`src/rtl/mop_pkg.sv`:
```
package mop_pkg;

  // vectors left after l carry-save layers, starting from n
  function automatic int level_count(input int n, input int l);
    int m;
    m = n;
    for (int i = 0; i < l; i++) m = m - m / 3;
    return m;
  endfunction

  // minimum layers to reach two vectors
  function automatic int tree_height(input int n);
    int m;
    int h;
    m = n;
    h = 0;
    while (m > 2) begin
      m = m - m / 3;
      h++;
    end
    return h;
  endfunction

  function automatic int sum_width(input int n, input int k);
    return k + $clog2(n);
  endfunction

endpackage

```
`src/rtl/csa_3to2.sv`:
```
module csa_3to2 #(
  parameter int W = 9
) (
  input  logic [W-1:0] x_i,
  input  logic [W-1:0] y_i,
  input  logic [W-1:0] z_i,
  output logic [W-1:0] s_o,
  output logic [W-1:0] c_o
);
  logic [W-2:0] maj;

  assign s_o = x_i ^ y_i ^ z_i;
  assign maj = (x_i[W-2:0] & y_i[W-2:0]) | (x_i[W-2:0] & z_i[W-2:0]) |
               (y_i[W-2:0] & z_i[W-2:0]);
  // carry weight is one position up; top carry cannot be set for an in-range sum
  assign c_o = {maj, 1'b0};
endmodule

```
`src/rtl/csa_level.sv`:
```
module csa_level #(
  parameter int W = 9,
  parameter int M = 7,
  localparam int G  = M / 3,
  localparam int R  = M % 3,
  localparam int MO = 2 * G + R
) (
  input  logic [M*W-1:0]  vec_i,
  output logic [MO*W-1:0] vec_o
);
  for (genvar g = 0; g < G; g++) begin : g_csa
    csa_3to2 #(.W(W)) u_csa (
      .x_i(vec_i[(3*g)*W   +: W]),
      .y_i(vec_i[(3*g+1)*W +: W]),
      .z_i(vec_i[(3*g+2)*W +: W]),
      .s_o(vec_o[(2*g)*W   +: W]),
      .c_o(vec_o[(2*g+1)*W +: W])
    );
  end

  for (genvar r = 0; r < R; r++) begin : g_pass
    assign vec_o[(2*G+r)*W +: W] = vec_i[(3*G+r)*W +: W];
  end
endmodule

```
`src/rtl/rca_adder.sv`:
```
module rca_adder #(
  parameter int W = 9
) (
  input  logic [W-1:0] a_i,
  input  logic [W-1:0] b_i,
  output logic [W-1:0] sum_o
);
  logic [W-1:0] cy;

  assign cy[0] = 1'b0;

  for (genvar i = 0; i < W; i++) begin : g_bit
    assign sum_o[i] = a_i[i] ^ b_i[i] ^ cy[i];
    if (i < W - 1) begin : g_cy
      assign cy[i+1] = (a_i[i] & b_i[i]) | (a_i[i] & cy[i]) | (b_i[i] & cy[i]);
    end
  end
endmodule

```
`src/rtl/mop_csa_tree_adder.sv`:
```
module mop_csa_tree_adder
  import mop_pkg::*;
#(
  parameter int N = 7,
  parameter int K = 6,
  localparam int W = sum_width(N, K),
  localparam int H = tree_height(N)
) (
  input  logic         clk_i,
  input  logic         rst_ni,
  input  logic         valid_i,
  input  logic [N*K-1:0] operands_i,
  output logic         valid_o,
  output logic [W-1:0] sum_o
);
  logic [W-1:0] tree [0:H][0:N-1];
  logic [W-1:0] total;
  logic [W-1:0] sum_q;
  logic         valid_q;

  for (genvar i = 0; i < N; i++) begin : g_in
    assign tree[0][i] = {{(W-K){1'b0}}, operands_i[i*K +: K]};
  end

  for (genvar l = 0; l < H; l++) begin : g_lvl
    localparam int M  = level_count(N, l);
    localparam int MO = level_count(N, l + 1);
    logic [M*W-1:0]  lin;
    logic [MO*W-1:0] lout;

    for (genvar i = 0; i < M; i++) begin : g_pack
      assign lin[i*W +: W] = tree[l][i];
    end

    csa_level #(.W(W), .M(M)) u_level (
      .vec_i(lin),
      .vec_o(lout)
    );

    for (genvar i = 0; i < N; i++) begin : g_unpack
      if (i < MO) begin : g_v
        assign tree[l+1][i] = lout[i*W +: W];
      end else begin : g_z
        assign tree[l+1][i] = '0;
      end
    end
  end

  rca_adder #(.W(W)) u_cpa (
    .a_i  (tree[H][0]),
    .b_i  (tree[H][1]),
    .sum_o(total)
  );

  always_ff @(posedge clk_i or negedge rst_ni) begin
    if (!rst_ni) begin
      sum_q   <= '0;
      valid_q <= 1'b0;
    end else begin
      valid_q <= valid_i;
      if (valid_i) sum_q <= total;
    end
  end

  assign sum_o   = sum_q;
  assign valid_o = valid_q;
endmodule

```
`config.mk`:
```
export PLATFORM = sky130hd
export DESIGN_NAME = mop_csa_tree_adder
export DESIGN_NICKNAME = d
export VERILOG_FILES = /design/src/rtl/mop_pkg.sv /design/src/rtl/csa_3to2.sv /design/src/rtl/csa_level.sv /design/src/rtl/rca_adder.sv /design/src/rtl/mop_csa_tree_adder.sv
export SDC_FILE = /design/constraint.sdc
export NUM_CORES = 1
export LEC_CHECK = 0
export ABC_AREA = 1
export BUFFER_PORTS_ARGS = -buffer_cell sky130_fd_sc_hd__buf_4
export CAP_MARGIN = 20
export CORE_MARGIN = 3
export CORE_UTILIZATION = 32
export CTS_BUF_LIST = sky130_fd_sc_hd__clkbuf_4 sky130_fd_sc_hd__clkbuf_8
export DETAILED_ROUTE_END_ITERATION = 7
export PLACE_DENSITY_LB_ADDON = 0.12
export SYNTH_ARGS = -nofsm -noshare
export SYNTH_HDL_FRONTEND = slang
export SYNTH_HIERARCHICAL = 1
export SYNTH_SLANG_ARGS = --single-unit
export TNS_END_PERCENT = 20
```
`constraint.sdc`:
```
create_clock -name clk_i -period 1.1 [get_ports clk_i]
set_clock_uncertainty 0.2 [all_clocks]
set_input_delay 0 -clock clk_i [delete_from_list [all_inputs] [get_ports clk_i]]
set_output_delay 0 -clock clk_i [all_outputs]
set_load 0.03 [all_outputs]
```
==> reports/metrics.cfg, run 1 <==
[final_layout]
antenna_cells=0
instances_no_fill=305
drive_gt1_share_pct=30.04
area_growth_pct=21.76
fillCellCount=574
multi_input_area_um2=1355
ff_latch_area_um2=250.2
fin_nets=327

[status]
violations=negative setup slack
outcome=complete, but fails checks

[global_routing]
antenna_found_initial=0
use_met3_pct=1.518
grt.busiest_layer=met2
grt_overflow=0
track_usage_pct=8.685
use_met2_pct=14.26
grt_max_degree=12
first_global_vias=1042
grt_use_met1_pct=11.32
grt_pass1_wl_um=4450

[floorplan]
die_area_um2=6773
num_io_pins=55
start_util_pct=33.42
die_y_um=82.30
core_area_um2=5574
die_w_um=82.30
num_rows=27

[worst_hold_path]
hp-class=input pin to register

[synthesis]
syn_inst=188
yosysMostFrequentCell=nand2_1
synth_edf_count=0
synth_top_cells_by_count=nand2_1 (56), fa_1 (47), buf_4 (41)
ys_warn_count=6
ys_types=11
synthFlopType=dfrtp_1
syn_area_per_cell_um2=9.910
synth-seq-cells=10
synth_area_leaders=fa_1 (51%), buf_4 (17%), dfrtp_1 (13%)
yosysSeqAreaShare_pct=13.43
synth.largest_area_cell=fa_1
ys_async_sr_fraction_pct=100.0
synth.top_cell.area_share_pct=50.50
syn_area_um2=1863

[critical_path]
arrival_ns=4.71
crit_chain=buf_6 > fa_1 > fa_1 > fa_1 > fa_1 > fa_2 > fa_2 > fa_2 > fa_2 > fa_2 > fa_2 > fa_2 > nand2_1 > nand2_1
worstRegToRegCells=2
crit_end=sum_o[7]
crit_path_max_incr_delay_ns=0.56
worst_path_max_delay_cell=fa_1
reg2reg_slack_ns=0.27
worstSetupStartpoint=operands_i[1]
worstPathRequired_ns=1.07
crit_fanout=1
cp-start-kind=input pin
critPathCaptureType=register
worstSetupPathType=input pin to register
critPathMostFrequentCell=fa_2
regToRegStartpoint=sum_o[6]
timing.rr.end=sum_o[6]

[clock_network]
cts-htree-levels=1
clk-insertion-delay-late_ns=0.23
clk_path_buf_depth=2
cts_root_buffer=clkbuf_8
clkSlewWorstSetupHoldPaths_ns=0.05
cts_buffers=3
cts_sinks=10
cts_tree=yes

[pwr]
powerDensity_nw_per_um2=2014
p_leak_uw=0.001097
finalPower_uw=4568
peakVddDrop_v=0.001050

[drt]
firstDrtPassIters=4
wl_per_cell_um=8.974
first_iter_violations=23
wirelength_um=2737
drc_errors=0
viasPerCell=3.666
final_antenna_net_count=0
vias=1118

[flow_run]
drv_cap=0

[placement]
portBuffers=54
dp.cells=298
place_congestion=0.6543
dp.final_hpwl_um=2590

[sta]
maxSlewViolCount=0
rsz0062_at_grt=true
period_minus_slack_ns=4.741
fin_crit_sh_pct=431.0
setup_viol=9
fmax_mhz=210.9
worst_slack_ns=-3.641
hold_viol=0

report_power, final:
| group | switching, uW | internal [uW] | leakage [uW] |
|---|---|---|---|
| Sequential | 92.2 | 558 | 0.000121 |
| Combinational | 1810 | 1650 | 0.000947 |
| Clock | 140 | 314 | 0.0000288 |
| Total | 2040 | 2530 | 0.00110 |
critical path, delay by kind of cell:
family                   cells  cell delay, ns
AND/OR/NAND/NOR              2            0.10
buffers and inverters        1            0.09
adder cells (fa/ha/maj)     11            4.50
area by class of cell:
| type | count | area share, % |
|---|---|---|
| timing repair buffer | 57 | 19.69 |
| multi-input combinational | 143 | 59.74 |
| clock buffer | 4 | 2.427 |
| sequential | 10 | 11.03 |
| tap | 72 | 3.971 |
| inverter | 19 | 3.144 |
worst min-delay path by stage:
stage	from	endpoint	slack, ns	depth (start not counted)
2_1_floorplan	rst_ni	sum_o[0]	-0.50	0
3_3_place_gp	rst_ni	sum_o[1]	-0.36	1
3_5_place_dp	rst_ni	sum_o[0]	-0.36	1
4_1_cts	valid_i	valid_o	-0.22	1
5_1_grt	operands_i[36]	sum_o[0]	0.15	5
6_report	operands_i[36]	sum_o[0]	0.13	5
kinds of logic after synthesis:
logic type / count (synthesis) / share of synthesized area, %
other cells: 6 / 1.209
buf+inv: 61 / 20.95
fa+ha+maj: 48 / 51.18
simple gates: 63 / 13.23
flops: 10 / 13.43
flip-flops by register name, indices dropped and copies added (netlist names):
signal / cells
sum_o: 9
valid_o: 1
placed cells by master, fill, tap and decap left out:
cell type,instances
inv_1,18
nand3_1,6
nand2_2,1
nand2_1,56
dlygate4sd3_1,3
buf_6,3
conb_1,32
fa_1,38
dfrtp_1,10
fa_2,9
buf_4,51
clkbuf_8,4
ha_4,1
inv_2,1
timing repair:
action                                 CTS  global route
pin swaps                               12             4
gates cloned                             0             0
resized for setup                        5             0
endpoints found under the hold margin   20            10
hold buffers                             2             1
buffers inserted                         0             0
setup endpoints to repair                9             9
stage by stage:
| stage | hold WS [ns] | TNS (ns) | cell area, um2 | setup slack, ns | utilization, % |
|---|---|---|---|---|---|
| floorplan | -0.4956 | -24.30 | 1981 | -3.733 | - |
| global placement | -0.3593 | -26.19 | 2157 | -3.937 | 38.70 |
| detailed placement | -0.3609 | -26.31 | 2157 | -3.956 | 38.70 |
| CTS | -0.2203 | -23.62 | 2258 | -3.667 | 40.52 |
| global route | 0.1503 | -24.49 | 2268 | -3.805 | 40.70 |
| finish | 0.1336 | -23.40 | 2268 | -3.641 | 40.70 |
routing by layer:
| metal | share of wire (%) | wire (um) |
|---|---|---|
| met5 | 0 | 0 |
| met4 | 1.2 | 34 |
| met3 | 6.4 | 174 |
| met2 | 56 | 1534 |
| met1 | 36 | 993 |
Note: power is estimated with default switching activity, not from simulation.
==> run 2: changes to the inputs <==
==> constraint.sdc (replaced) <==
create_clock -name clk_i -period 3.89 [get_ports clk_i]
set_clock_uncertainty 0.2 [all_clocks]
set_input_delay 0 -clock clk_i [delete_from_list [all_inputs] [get_ports clk_i]]
set_output_delay 0 -clock clk_i [all_outputs]
set_load 0.03 [all_outputs]
==> run 2 against run 1 <==
The flow still finishes with violations (negative setup slack). Clock power shrank 71%. Die area is the same. Sequential power shrank 72%. First-iteration DRC count shrank 35%. Utilization grew 0.90 points. Register-to-register slack gained 2.3 ns. Clock-buffer cell count is the same. Cell count grew 2.0%. Final area grew 2.2%. Via count grew 2.0%.
==> reports/metrics.cfg, run 2 (synthesis gave the netlist of run 1 again) <==
[drt]
drc_errors=0  ; unchanged
first_iter_violations=15  ; -35%
viasPerCell=3.666  ; about the same
firstDrtPassIters=4  ; unchanged
vias=1140  ; +2.0%
wirelength_um=2761  ; +0.88%
wl_per_cell_um=8.878  ; -1.1%
final_antenna_net_count=0  ; unchanged

[clock_network]
cts_buffers=3  ; unchanged
clkSlewWorstSetupHoldPaths_ns=0.05  ; about the same
cts_setup_buffers=0  ; unchanged
cts_tree=yes
cts_root_buffer=clkbuf_8
cts_sinks=10  ; unchanged
clk-insertion-delay-late_ns=0.23  ; about the same
clk_path_buf_depth=2  ; unchanged
cts-htree-levels=1  ; unchanged

[placement]
dp.final_hpwl_um=2592  ; +0.11%
place_congestion=0.6547  ; about the same
portBuffers=54  ; unchanged
dp.cells=298  ; unchanged

[sta]
fmax_mhz=211.8
worst_slack_ns=-0.8322  ; +2.808 ns
whs_ns=0.1485  ; +0.01499 ns
fin_crit_sh_pct=121.4
period_minus_slack_ns=4.722
rsz0062_at_grt=true
hold_viol=0  ; unchanged
maxSlewViolCount=0  ; unchanged
setup_viol=4  ; -5

[global_routing]
first_global_vias=1087  ; +4.3%
track_usage_pct=8.758  ; +0.073 points
grt_overflow=0  ; unchanged
grt_max_degree=12  ; unchanged
antenna_found_initial=0  ; unchanged
grt_pass1_wl_um=4505  ; +1.2%

[final_layout]
largest_reg_flops=9  ; unchanged
drive_gt1_share_pct=28.87  ; -1.2 points
antenna_cells=0  ; unchanged
instances_no_fill=311  ; +2.0%
fillCellCount=591  ; +3.0%
layout.cells.most_common_list=nand2_1 (56), buf_4 (51), fa_1 (38), conb_1 (32), inv_1 (18)
final_core_util_pct=41.59  ; +0.90 points
final_common_cell=nand2_1
area_growth_pct=24.45
fin_nets=333  ; +1.8%

[floorplan]
start_util_pct=33.42  ; unchanged
die_w_um=82.30  ; unchanged
die_y_um=82.30  ; unchanged
num_io_pins=55  ; unchanged
die_area_um2=6773  ; unchanged
core_area_um2=5574  ; unchanged
num_rows=27  ; unchanged

[flow_run]
drv_cap=0  ; unchanged

[critical_path]
critPathCaptureType=register
arrival_ns=4.70  ; about the same
crit_fanout=1  ; unchanged
cp-start-kind=input pin
worstPathRequired_ns=3.87  ; +2.80 ns
worstRegToRegCells=3  ; +1
worstSetupPathType=input pin to register

[pwr]
p_leak_uw=0.001125  ; +2.5%
peakVddDrop_v=0.0003305  ; -69%
powerDensity_nw_per_um2=583.8  ; -71%

[status]
outcome=complete, but fails checks
violations=negative setup slack

[worst_hold_path]
hp-class=input pin to register
worstHoldPathCells=5  ; unchanged

## run 2: changes by cell type in the layout (fill, tap and decap cells not counted), sizes merged
| cell | delta |
|---|---|
| dlygate4sd3 | +5 |
| dlymetal6s4s | +1 |
## run 2: metrics by stage
stage / setup TNS [ns] / setup slack, ns / instance area, um2 / power [uW]
2_1_floorplan: -2.749 / -0.9433 / 1981 / 948.0
3_3_place_gp: -3.718 / -1.146 / 2157 / 1171
3_5_place_dp: -3.812 / -1.164 / 2157 / 1193
4_1_cts: -2.456 / -0.8688 / 2306 / 1383
5_1_grt: -2.883 / -0.9971 / 2318 / 1530
6_report: -2.324 / -0.8322 / 2318 / 1354
## run 2: layout make-up
class	count	area (um2)	area share (%)
repair buffers	63	509.2	21.96
well taps	72	90.09	3.886
multi-input cells	143	1343	57.91
clock buffers	4	55.05	2.375
inverters	19	71.32	3.076
flip-flops and latches	10	250.2	10.79
## run 2: final timing paths
| check | startpoint | end | slack [ns] |
|---|---|---|---|
| min reg2reg | sum_o[8] | sum_o[8] | 0.27 |
| min | operands_i[40] | sum_o[5] | 0.15 |
| max reg2reg | sum_o[1] | sum_o[1] | 2.53 |
| min in group asynchronous | rst_ni | sum_o[6] | 0.59 |
| max | operands_i[1] | sum_o[7] | -0.83 |
| max in group asynchronous | rst_ni | sum_o[4] | 2.58 |
## run 2: critical path, cell delays in order
cell     delay, ns
buf_6         0.09
fa_1          0.49
fa_1          0.56
fa_1          0.42
fa_1          0.46
fa_2          0.35
fa_2          0.34
fa_2          0.34
fa_2          0.34
fa_2          0.34
fa_2          0.34
fa_2          0.52
nand2_1       0.04
nand2_1       0.05
## run 2: where the power goes
| part | switching, uW | total [uW] | internal (uW) |
|---|---|---|---|
| clock network | 41.8 | 131 | 89.1 |
| registers | 26.1 | 184 | 158 |
| logic | 523 | 1040 | 516 |
## run 2: timing repair
| item | CTS | global route |
|---|---|---|
| endpoints found under the setup margin | 4 | 5 |
| resized for setup | 4 | 1 |
| hold endpoints to repair | 20 | 7 |
| hold buffers | 8 | 1 |
| pin swaps | 6 | 1 |
## run 2: layer usage
| layer | vias up | global-route usage, % | wire length, um |
|---|---|---|---|
| met5 | - | 0 | 0 |
| met4 | 0 | 2.492 | 33 |
| met3 | 5 | 2.386 | 192 |
| met2 | 30 | 15.30 | 1562 |
| met1 | 529 | 10.50 | 973 |
| li1 | 576 | - | - |
